===== config.mk =====
export PLATFORM = sky130hd
export DESIGN_NAME = prio_vec_intc
export DESIGN_NICKNAME = d
export VERILOG_FILES = /design/src/rtl/pvic_pkg.sv /design/src/rtl/pvic_edge.sv /design/src/rtl/pvic_route.sv /design/src/rtl/pvic_arb.sv /design/src/rtl/prio_vec_intc.sv
export SDC_FILE = /design/constraint.sdc
export NUM_CORES = 1
export LEC_CHECK = 0
export BUFFER_PORTS_ARGS = -buffer_cell sky130_fd_sc_hd__clkbuf_2
export CORE_MARGIN = 4
export CORE_UTILIZATION = 30
export DETAILED_ROUTE_END_ITERATION = 12
export PLACE_DENSITY_LB_ADDON = 0.15
export SYNTH_ARGS = -nofsm -noshare
export SYNTH_HDL_FRONTEND = slang
export SYNTH_HIERARCHICAL = 1
export SYNTH_SLANG_ARGS = --single-unit
export TNS_END_PERCENT = 30

===== constraint.sdc =====
create_clock -name clk -period 3.2 [get_ports clk]
set_input_delay 0.64 -clock clk [delete_from_list [all_inputs] [get_ports clk]]
set_output_delay 0.64 -clock clk [all_outputs]
set_load 0.02 [all_outputs]

===== src/rtl/pvic_pkg.sv =====
// Shared constants and helpers for the fixed-priority vectored interrupt controller.
// Assumes slot numbering 1..17 with slot 1 highest priority.
package pvic_pkg;
    localparam int SLOTS    = 17;
    localparam int SLOT_W   = 5;
    localparam int MASKABLE = 15;
    localparam int N_EXT    = 8;
    localparam int N_PULSE  = 13;
    localparam int SYNC_STAGES = 2;
    localparam logic [15:0] VEC_TOP = 16'hFFFC;

    localparam logic [2:0] A_REQ_LO = 3'd0;
    localparam logic [2:0] A_REQ_HI = 3'd1;
    localparam logic [2:0] A_EN_LO  = 3'd2;
    localparam logic [2:0] A_EN_HI  = 3'd3;
    localparam logic [2:0] A_POL    = 3'd4;
    localparam logic [2:0] A_SEL    = 3'd5;
    localparam logic [2:0] A_FLAG   = 3'd6;

    localparam int P_TZ = 0, P_S1RX = 1, P_S1DONE = 2, P_S1EMPTY = 3;
    localparam int P_TX = 4, P_TY = 5, P_T1 = 6, P_T2 = 7;
    localparam int P_S3RX = 8, P_S2 = 9, P_S3DONE = 10, P_S3EMPTY = 11, P_ADC = 12;

    // Low byte address of the vector for a given slot number.
    function automatic logic [15:0] slot_vec(input logic [SLOT_W-1:0] s);
        return VEC_TOP + 16'd2 - {10'd0, s, 1'b0};
    endfunction
endpackage


===== src/rtl/pvic_edge.sv =====
// Synchronizes each external line and flags a single-cycle edge of the selected polarity.
// Assumes SYNC_STAGES >= 2 and that lines are low while reset is applied.
module pvic_edge #(
    parameter int N_EXT = 8,
    parameter int SYNC_STAGES = 2
) (
    input  logic             clk,
    input  logic             rst_n,
    input  logic [N_EXT-1:0] pin,
    input  logic [N_EXT-1:0] pol_rise,
    output logic [N_EXT-1:0] edge_hit
);
    for (genvar i = 0; i < N_EXT; i++) begin : g_line
        logic [SYNC_STAGES-1:0] sh;
        logic prev;
        logic s;
        assign s = sh[SYNC_STAGES-1];

        // Shift the raw pin through the synchronizer and keep the last synced value.
        always_ff @(posedge clk) begin
            if (!rst_n) begin
                sh   <= '0;
                prev <= 1'b0;
            end else begin
                sh   <= {sh[SYNC_STAGES-2:0], pin[i]};
                prev <= s;
            end
        end

        // Compare the synced value with the previous sample, not with the polarity setting.
        assign edge_hit[i] = pol_rise[i] ? (s & ~prev) : (~s & prev);

        // a steady synced line never reports an edge, whatever the polarity does
        p_no_spurious_edge_r6: assert property (@(posedge clk) disable iff (!rst_n)
            $stable(s) && $stable(prev) |-> !edge_hit[i]);
    end
endmodule


===== src/rtl/pvic_route.sv =====
// Routes edges and peripheral pulses onto the fifteen maskable slots under the select register.
// Purely combinational; bit k of set_req belongs to slot k+2.
module pvic_route
    import pvic_pkg::*;
(
    input  logic [N_EXT-1:0]    edge_hit,
    input  logic [N_PULSE-1:0]  pulse,
    input  logic [7:0]          sel,
    output logic [MASKABLE-1:0] set_req
);
    logic s1_on;
    logic s1_tx;
    logic s3_tx;
    assign s1_on = sel[7];
    assign s1_tx = sel[5] ? pulse[P_S1EMPTY] : pulse[P_S1DONE];
    assign s3_tx = sel[6] ? pulse[P_S3EMPTY] : pulse[P_S3DONE];

    // Build the per-slot set strobes from the routed sources.
    always_comb begin
        set_req[0]  = edge_hit[0];
        set_req[1]  = sel[0] ? pulse[P_TZ] : edge_hit[1];
        set_req[2]  = s1_on & pulse[P_S1RX];
        set_req[3]  = s1_on & s1_tx;
        set_req[4]  = pulse[P_TX];
        set_req[5]  = pulse[P_TY];
        set_req[6]  = pulse[P_T1];
        set_req[7]  = pulse[P_T2];
        set_req[8]  = edge_hit[5];
        set_req[9]  = edge_hit[6];
        set_req[10] = sel[1] ? pulse[P_S2] : pulse[P_S3RX];
        set_req[11] = sel[2] ? pulse[P_TZ] : edge_hit[2];
        set_req[12] = edge_hit[3];
        set_req[13] = edge_hit[4];
        case (sel[4:3])
            2'd0:    set_req[14] = edge_hit[7];
            2'd1:    set_req[14] = pulse[P_ADC];
            2'd2:    set_req[14] = s3_tx;
            default: set_req[14] = 1'b0;
        endcase
    end
endmodule


===== src/rtl/pvic_arb.sv =====
// Fixed-priority pick among reset, accepted maskable slots and break; outputs slot and vector.
// Assumes cand already includes request, enable and disable-flag qualification.
module pvic_arb
    import pvic_pkg::*;
(
    input  logic                rst_pend,
    input  logic [MASKABLE-1:0] cand,
    input  logic                brk,
    output logic                irq,
    output logic [SLOT_W-1:0]   win_slot,
    output logic [15:0]         win_vec,
    output logic [MASKABLE-1:0] grant
);
    // Lowest slot number wins: later assignments override earlier ones.
    always_comb begin
        win_slot = '0;
        if (brk) win_slot = SLOT_W'(SLOTS);
        for (int k = MASKABLE - 1; k >= 0; k--) begin
            if (cand[k]) win_slot = SLOT_W'(k + 2);
        end
        if (rst_pend) win_slot = SLOT_W'(1);
    end

    // One-hot grant for the maskable slot that won.
    always_comb begin
        for (int k = 0; k < MASKABLE; k++) grant[k] = (win_slot == SLOT_W'(k + 2));
    end

    assign irq     = rst_pend | brk | (|cand);
    assign win_vec = irq ? slot_vec(win_slot) : 16'd0;
endmodule


===== src/rtl/prio_vec_intc.sv =====
// Top of the vectored interrupt controller: holds request, enable, polarity, select
// and disable state, and serves acknowledges. Assumes ack is only meaningful while irq is high.
module prio_vec_intc
    import pvic_pkg::*;
(
    input  logic               clk,
    input  logic               rst_n,
    input  logic [N_EXT-1:0]   ext_pin,
    input  logic [N_PULSE-1:0] src_pulse,
    input  logic               brk_req,
    input  logic               wr_en,
    input  logic [2:0]         wr_addr,
    input  logic [7:0]         wr_data,
    input  logic [2:0]         rd_addr,
    output logic [7:0]         rd_data,
    input  logic               ack,
    output logic               irq,
    output logic [SLOT_W-1:0]  ack_slot,
    output logic [15:0]        ack_vec
);
    logic [MASKABLE-1:0] req, en, set_req, cand, grant, req_nx;
    logic [N_EXT-1:0]    pol, edge_hit;
    logic [7:0]          sel;
    logic                dis, rst_pend, take;

    pvic_edge #(.N_EXT(N_EXT), .SYNC_STAGES(SYNC_STAGES)) u_edge (
        .clk(clk), .rst_n(rst_n), .pin(ext_pin), .pol_rise(pol), .edge_hit(edge_hit));

    pvic_route u_route (.edge_hit(edge_hit), .pulse(src_pulse), .sel(sel), .set_req(set_req));

    assign cand = req & en & {MASKABLE{~dis}};

    pvic_arb u_arb (.rst_pend(rst_pend), .cand(cand), .brk(brk_req), .irq(irq),
                    .win_slot(ack_slot), .win_vec(ack_vec), .grant(grant));

    assign take = ack & irq;

    // Next request state: software clears, acknowledge clears, new events win last.
    always_comb begin
        req_nx = req;
        if (wr_en && wr_addr == A_REQ_LO) req_nx[7:0]  = req[7:0] & wr_data;
        if (wr_en && wr_addr == A_REQ_HI) req_nx[14:8] = req[14:8] & wr_data[6:0];
        if (take) req_nx = req_nx & ~grant;
        req_nx = req_nx | set_req;
    end

    // Register update for requests, configuration, disable flag and reset vector.
    always_ff @(posedge clk) begin
        if (!rst_n) begin
            req      <= '0;
            en       <= '0;
            pol      <= '0;
            sel      <= '0;
            dis      <= 1'b1;
            rst_pend <= 1'b1;
        end else begin
            req <= req_nx;
            if (wr_en && wr_addr == A_EN_LO) en[7:0]  <= wr_data;
            if (wr_en && wr_addr == A_EN_HI) en[14:8] <= wr_data[6:0];
            if (wr_en && wr_addr == A_POL)   pol      <= wr_data;
            if (wr_en && wr_addr == A_SEL)   sel      <= wr_data;
            if (take) dis <= 1'b1;
            else if (wr_en && wr_addr == A_FLAG) dis <= wr_data[0];
            if (take && ack_slot == SLOT_W'(1)) rst_pend <= 1'b0;
        end
    end

    // Combinational register read-back.
    always_comb begin
        case (rd_addr)
            A_REQ_LO: rd_data = req[7:0];
            A_REQ_HI: rd_data = {1'b0, req[14:8]};
            A_EN_LO:  rd_data = en[7:0];
            A_EN_HI:  rd_data = {1'b0, en[14:8]};
            A_POL:    rd_data = pol;
            A_SEL:    rd_data = sel;
            A_FLAG:   rd_data = {7'd0, dis};
            default:  rd_data = 8'd0;
        endcase
    end

    // an accepted acknowledge leaves the disable flag set
    p_ack_sets_flag_r5: assert property (@(posedge clk) disable iff (!rst_n)
        take |=> dis);
    // the granted request is gone after the acknowledge unless re-raised
    p_ack_clears_req_r5: assert property (@(posedge clk) disable iff (!rst_n)
        take && ((grant & set_req) == '0) |=> ((req & $past(grant)) == '0));
    // with the flag set only reset or break can request service
    p_flag_blocks_r2: assert property (@(posedge clk) disable iff (!rst_n)
        dis && !rst_pend && !brk_req |-> !irq);
    // writing ones cannot create request bits
    p_write_one_inert_r7: assert property (@(posedge clk) disable iff (!rst_n)
        wr_en && wr_addr == A_REQ_LO && req[7:0] == 8'd0 && set_req[7:0] == 8'd0
        |=> req[7:0] == 8'd0);
    // break always raises irq
    p_break_nonmaskable_r10: assert property (@(posedge clk) disable iff (!rst_n)
        brk_req |-> irq);
endmodule


==> metrics.txt, run 1 <==
Layout Utilization 0.358; crit path launch dis; 1st-iter DRT viols 267; Nets 544; first-pass GRT wire length 17600 um; Critical Path RT 2.56 ns; num rows 41; CTS clock-pin slew for the worst setup and hold paths 0.06 ns; Final Hold Fails 0; Final Setup Violations 0; Synth top area share 0.368; synthesis-stage register bit count 72; Avg Vias per Cell 4.86; Final Skew 0.00694 ns; worst slew pin tran 0.740 ns; hpwl dp 8350 um; Residual DRC 0; Max Freq 0.331 GHz; Worst-Skew Late Latency 0.33 ns; worst setup path category flop to output port; number of global-route vias before repair 3228; TNS Setup 0 ns; Die ar. 14900 um^2; Pre-Repair DR Iteration Count 4; R2R Setup Slk 0.61 ns; WL/cell 16.4 um; Mean Syn Cell Area 8.40 um^2; Pwr Density 464 nW/um^2; Synth warnings 6; crit path time final 3.02 ns; GP Congestion 0.874; Mapped Area 3920 um^2; root buffer cell clkbuf_16; vias 3311; CP max FO 15; share of layout cells above drive strength 1 0.251; largest net degree at the start of global routing 50; I/O pins 70; Mapped Cells 466; Max Buffers Root-to-Sink 2; Lkg Pwr 1.69 nW; number of I/O port buffers 68; Die Wd 122 um; Synth area leader dfxtp_1; Clock Sinks 72; net count after synthesis 506; Post-DRT Antenna Nets 0; fillcell total 1380; maximum vdd drop 0.253 mV; synth cell count leaders dfxtp_1 (72), nor2_1 (53), nand2_1 (50); peak per-stage delay on the critical path 0.57 ns; sequential fraction of the synthesis area 0.368; final period utilization 0.944; number of diodes 0; antenna violations before repair 0; CTS Hold Buffers Added 0; maxcap violations 0; post-synthesis cell type count 51; Core Area 12700 um^2; asr flop ratio synth 0; Hold Path Class flop to flop; Critical Path AT 2.38 ns; number of H-tree levels 3; unrepaired setup endpoints after global routing false; routed wire length 11200 um; Post-synth top flop dfxtp_1; most common cell in the netlist dfxtp_1; slew margin rel. 0.504; FF-to-FF End rst_pend; Slowest cell on crit path or4_4; reg2reg path depth 9; Reg-to-Reg Start req[13]; Post-synth EDFFs 0; GRT Residual Overflow 0; DIE HEIGHT 122 um; Initial Util 0.308; Total Routing Usage GR 0.154; CTS buffer count 9; crit path launch type flop; Area Overhead vs Synth 16.2%; top post-synthesis cells by area dfxtp_1 (37%), mux2i_1 (6.9%), nor2_1 (5.1%); fin. max-slew vios 0; CTS tree built; crit end category output port; status complete, no violations; capture point of the critical path ack_vec[13]; critical-path cell list and3b_1 -> or4_4 -> nor2_2 -> nand2_2 -> nor3_4 -> inv_1 -> clkbuf_2
==> cell type report <==
cell class | instances | area, um^2 | share of cell area
Timing Repair Buffer | 74 | 410 | 0.0902
Inverter | 4 | 15.0 | 0.00330
Multi-Input combinational cell | 343 | 2200 | 0.483
Clock inverter | 3 | 17.5 | 0.00385
Sequential cell | 72 | 1450 | 0.318
Tap cell | 172 | 215 | 0.0473
Clock buffer | 13 | 250 | 0.0550
==> critical path: cells and delay by family, from the launching register on <==
kind | cells | cell delay, ns
AND/OR/NAND/NOR | 5 | 1.23
flip-flops | 1 | 0.44
buffers and inverters | 2 | 0.38
==> worst min-delay path by stage <==
stage / slack, ns / end / from / cells after the start
2_1_floorplan: 0.41 / u_edge/g_line[0].sh[1] / u_edge/g_line[0].sh[0] / 1
3_3_place_gp: 0.41 / u_edge/g_line[1].sh[1] / u_edge/g_line[1].sh[0] / 1
3_5_place_dp: 0.42 / u_edge/g_line[2].sh[1] / u_edge/g_line[2].sh[0] / 1
4_1_cts: 0.44 / u_edge/g_line[2].sh[1] / u_edge/g_line[2].sh[0] / 1
5_1_grt: 0.45 / u_edge/g_line[1].sh[1] / u_edge/g_line[1].sh[0] / 1
6_report: 0.43 / u_edge/g_line[2].sh[1] / u_edge/g_line[2].sh[0] / 1
==> state kept, by name, indices dropped and copies added, names as in the netlist <==
name                count
u_edge/g_line.sh       16
u_edge/g_line.prev      8
pol                     8
dis                     1
sel                     8
en                     15
req                    15
rst_pend                1
==> what timing repair did <==
item                                    4_1_cts  5_1_grt
buffers inserted                              0        0
endpoints found under the setup margin       11       11
resized for setup                             1        3
==> logic make-up after synthesis <==
family	after synthesis	share of synthesized area
and+or+nand+nor	214	0.283
AOI/OAI and AO/OA	93	0.174
other	1	0.000958
muxes	35	0.0978
DFF	72	0.368
buffers and inverters	51	0.0757
==> cells in the final DEF (no fill, tap or decap), drive strengths merged, types with 6 or more instances in the layout <==
cell    instances
clkbuf         81
dfxtp          72
nor2           54
nand2          51
nand3          34
mux2i          27
and2           26
o21ai          23
a21oi          20
o31ai          19
nand2b         14
nor2b          10
a21boi          9
o22ai           9
nor3            7
mux2            6
buf             6
==> layer usage <==
| metal | global-route usage | routed length (um) | share of wire | vias up |
|---|---|---|---|---|
| li1 | - | - | - | 1691 |
| met4 | 0.0616 | 134 | 0.012 | 0 |
| met3 | 0.0304 | 515 | 0.046 | 9 |
| met1 | 0.213 | 5490 | 0.49 | 1541 |
| met2 | 0.237 | 5050 | 0.45 | 70 |
| met5 | 0 | 0 | 0 | - |
==> where the power goes <==
part / internal, W / leakage, nW / switching, W
Sequential: 0.000927 / 0.588 / 0.0000243
Clock: 0.000544 / 0.130 / 0.000372
Combinational: 0.0000975 / 0.968 / 0.000145
==> per-stage QoR <==
step	cells	area, um^2	hold WS (ns)	power, W	worst slack (ns)
2_1_floorplan	466	3920	0.412	0.00114	0.195
3_3_place_gp	665	4270	0.414	0.00121	0.362
3_5_place_dp	665	4270	0.423	0.00122	0.272
4_1_cts	681	4540	0.439	0.00215	0.0799
5_1_grt	681	4550	0.447	0.00221	0.00482
6_report	681	4550	0.433	0.00211	0.180
Note: power is estimated with default switching activity, not from simulation.
==> inputs of run 2 (changes only) <==
- REMOVE_ABC_BUFFERS: not set -> 1
==> metrics.txt, run 2 (synthesis results as in run 1) <==
status complete, no violations (unchanged); most frequent cells in the layout dfxtp_1 (71), clkbuf_2 (69), nor2_1 (53) (was dfxtp_1 (71), clkbuf_2 (68), nor2_1 (53)); crit path time final 3.09 ns (was 3.02 ns); dpl ws 0.257 ns (was 0.272 ns); capture point of the critical path ack_vec[14] (was ack_vec[13]); vias 3380 (was 3311); Max Freq 0.324 GHz (was 0.331 GHz); first-pass GRT wire length 17700 um (was 17600 um); met2 Use GR 0.248 (was 0.237); reg2reg path depth 9 (unchanged); clock power share 0.478 (was 0.434); fin. max-slew vios 0 (unchanged); Residual DRC 0 (unchanged); Total Routing Usage GR 0.158 (was 0.154); Total Power 0.00230 W (was 0.00211 W); switching share of power 0.247 (was 0.257); Pre-Repair DR Iteration Count 4 (unchanged); switching pwr 0.000569 W (was 0.000541 W); critical-path cell list and3b_1 -> or4_4 -> nor2_4 -> nand2_2 -> nor3_4 -> clkinvlp_4 -> clkbuf_2 -> clkbuf_2 (was and3b_1 -> or4_4 -> nor2_2 -> nand2_2 -> nor3_4 -> inv_1 -> clkbuf_2); Clock Sinks 72 (unchanged); Area Overhead vs Synth 19.5% (was 16.2%); GR Util met1 0.211 (was 0.213); CTS tree built (unchanged); CTS clock-pin slew for the worst setup and hold paths 0.06 ns (about the same); met3 Use GR 0.0323 (was 0.0304); Pwr Density 492 nW/um^2 (was 464 nW/um^2); Largest regs u_edge/g_line.sh x16, en x15, req x15 (unchanged); Critical Path AT 2.45 ns (was 2.38 ns); number of global-route vias before repair 3232 (was 3228); number of I/O port buffers 68 (unchanged); I/O pins 70 (unchanged); DIE HEIGHT 122 um (unchanged); Die Wd 122 um (unchanged); Core Area 12700 um^2 (unchanged); Lkg Pwr 1.76 nW (was 1.69 nW); worst setup path category flop to output port (unchanged); combinational power share 0.110 (was 0.115); Placed Cells 668 (was 665); 1st-iter DRT viols 155 (was 267); most common cell after layout, fill and taps aside dfxtp_1 (unchanged); num rows 41 (unchanged); Post-DRT Antenna Nets 0 (unchanged); Initial Util 0.308 (unchanged); GP Congestion 0.841 (was 0.874); Layout Cells excl Fill 691 (was 681); Nets 554 (was 544); number of H-tree levels 3 (unchanged); crit path launch type flop (unchanged); CP max FO 6 (was 15); slew margin rel. 0.452 (was 0.504); Final Setup Violations 0 (unchanged); Avg Vias per Cell 4.89 (was 4.86); Final Cell Area 4680 um^2 (was 4550 um^2); routed wire length 11300 um (was 11200 um); Critical Path RT 2.56 ns (about the same); GRT Residual Overflow 0 (unchanged); share of layout cells above drive strength 1 0.270 (was 0.251); Final Skew 0.00820 ns (was 0.00694 ns); Reg power frac 0.412 (was 0.451); Cell Area, Placed 4280 um^2 (was 4270 um^2); hold_ws 0.431 ns (was 0.433 ns); max reg flops 16 (unchanged); footprint of the multi-input gates 2200 um^2 (unchanged); Top Usage Layer GRT met2 (unchanged); Hold Path Class flop to flop (unchanged); crit end category output port (unchanged); number of diodes 0 (unchanged); Int Power 0.00174 W (was 0.00157 W); Largest Register u_edge/g_line.sh (unchanged); root buffer cell clkbuf_16 (unchanged); maximum vdd drop 0.240 mV (was 0.253 mV); maxcap violations 0 (unchanged); Reg-to-Reg Start dis (was req[13]); Slowest cell on crit path or4_4 (unchanged); Worst-Skew Late Latency 0.34 ns (was 0.33 ns); largest net degree at the start of global routing 80 (was 50); FF-to-FF End rst_pend (unchanged); Die ar. 14900 um^2 (unchanged); worst slew pin tran 0.817 ns (was 0.740 ns); antenna violations before repair 0 (unchanged); WL/cell 16.3 um (was 16.4 um); fillcell total 1397 (was 1380); CTS buffer count 9 (unchanged); crit path launch dis (unchanged); Reg area 1450 um^2 (unchanged); most used cell, CP clkbuf_2; R2R Setup Slk 0.60 ns (was 0.61 ns); final period utilization 0.966 (was 0.944); Max Buffers Root-to-Sink 2 (unchanged); post-route setup slack 0.110 ns (was 0.180 ns); Final Hold Fails 0 (unchanged); hpwl dp 8230 um (was 8350 um); peak per-stage delay on the critical path 0.58 ns (was 0.57 ns)
## run 2: layout make-up
cell class | count | share of cell area
timing repair buffer | 84 | 0.103
multi-input combinational | 343 | 0.469
clock buffer | 11 | 0.0519
sequential | 72 | 0.309
inverter | 4 | 0.00401
clock inverter | 5 | 0.0168
tap | 172 | 0.0460
## run 2: power groups by stage
stage / Combinational (W) / Sequential, W / Clock [W]
3_3_place_gp: 0.000246 / 0.000970 / 0
3_5_place_dp: 0.000248 / 0.000971 / 0
6_report: 0.000253 / 0.000950 / 0.00110
5_1_grt: 0.000278 / 0.000955 / 0.00117
4_1_cts: 0.000248 / 0.000951 / 0.00114
2_1_floorplan: 0.000127 / 0.000963 / 0
## run 2: how the worst min path moves through the flow
stage                        endpoint              startpoint  depth (start not counted)
3_3_place_gp   u_edge/g_line[0].sh[1]  u_edge/g_line[0].sh[0]                          1
3_5_place_dp   u_edge/g_line[0].sh[1]  u_edge/g_line[0].sh[0]                          1
4_1_cts        u_edge/g_line[0].sh[1]  u_edge/g_line[0].sh[0]                          1
6_report       u_edge/g_line[0].sh[1]  u_edge/g_line[0].sh[0]                          1
2_1_floorplan  u_edge/g_line[0].sh[1]  u_edge/g_line[0].sh[0]                          1
5_1_grt        u_edge/g_line[0].sh[1]  u_edge/g_line[0].sh[0]                          1
## run 2: layer usage
layer | vias to the layer above | share of wire
met4 | 0 | 0.020
met3 | 13 | 0.055
met1 | 1565 | 0.47
met2 | 84 | 0.45
met5 | - | 0
li1 | 1718 | -
## run 2: repair_timing
action / 4_1_cts / 5_1_grt
buffers inserted: 0 / 7
setup endpoints to repair: 11 / 11
pin swaps: 0 / 1
gates cloned: 0 / 0
resized for setup: 1 / 4
hold buffers: 0 / 0
## run 2: critical path: cells and delay by family (launching register included)
kind          cells  cell delay [ns]
buf+inv           3             0.46
simple gates      5             1.27
flops             1             0.38
## run 2: through the flow
step / setup TNS (ns) / util
floorplan: -6.45 / -
global placement: 0 / 0.336
detailed placement: 0 / 0.336
CTS: 0 / 0.362
global route: -0.0120 / 0.368
finish: 0 / 0.368
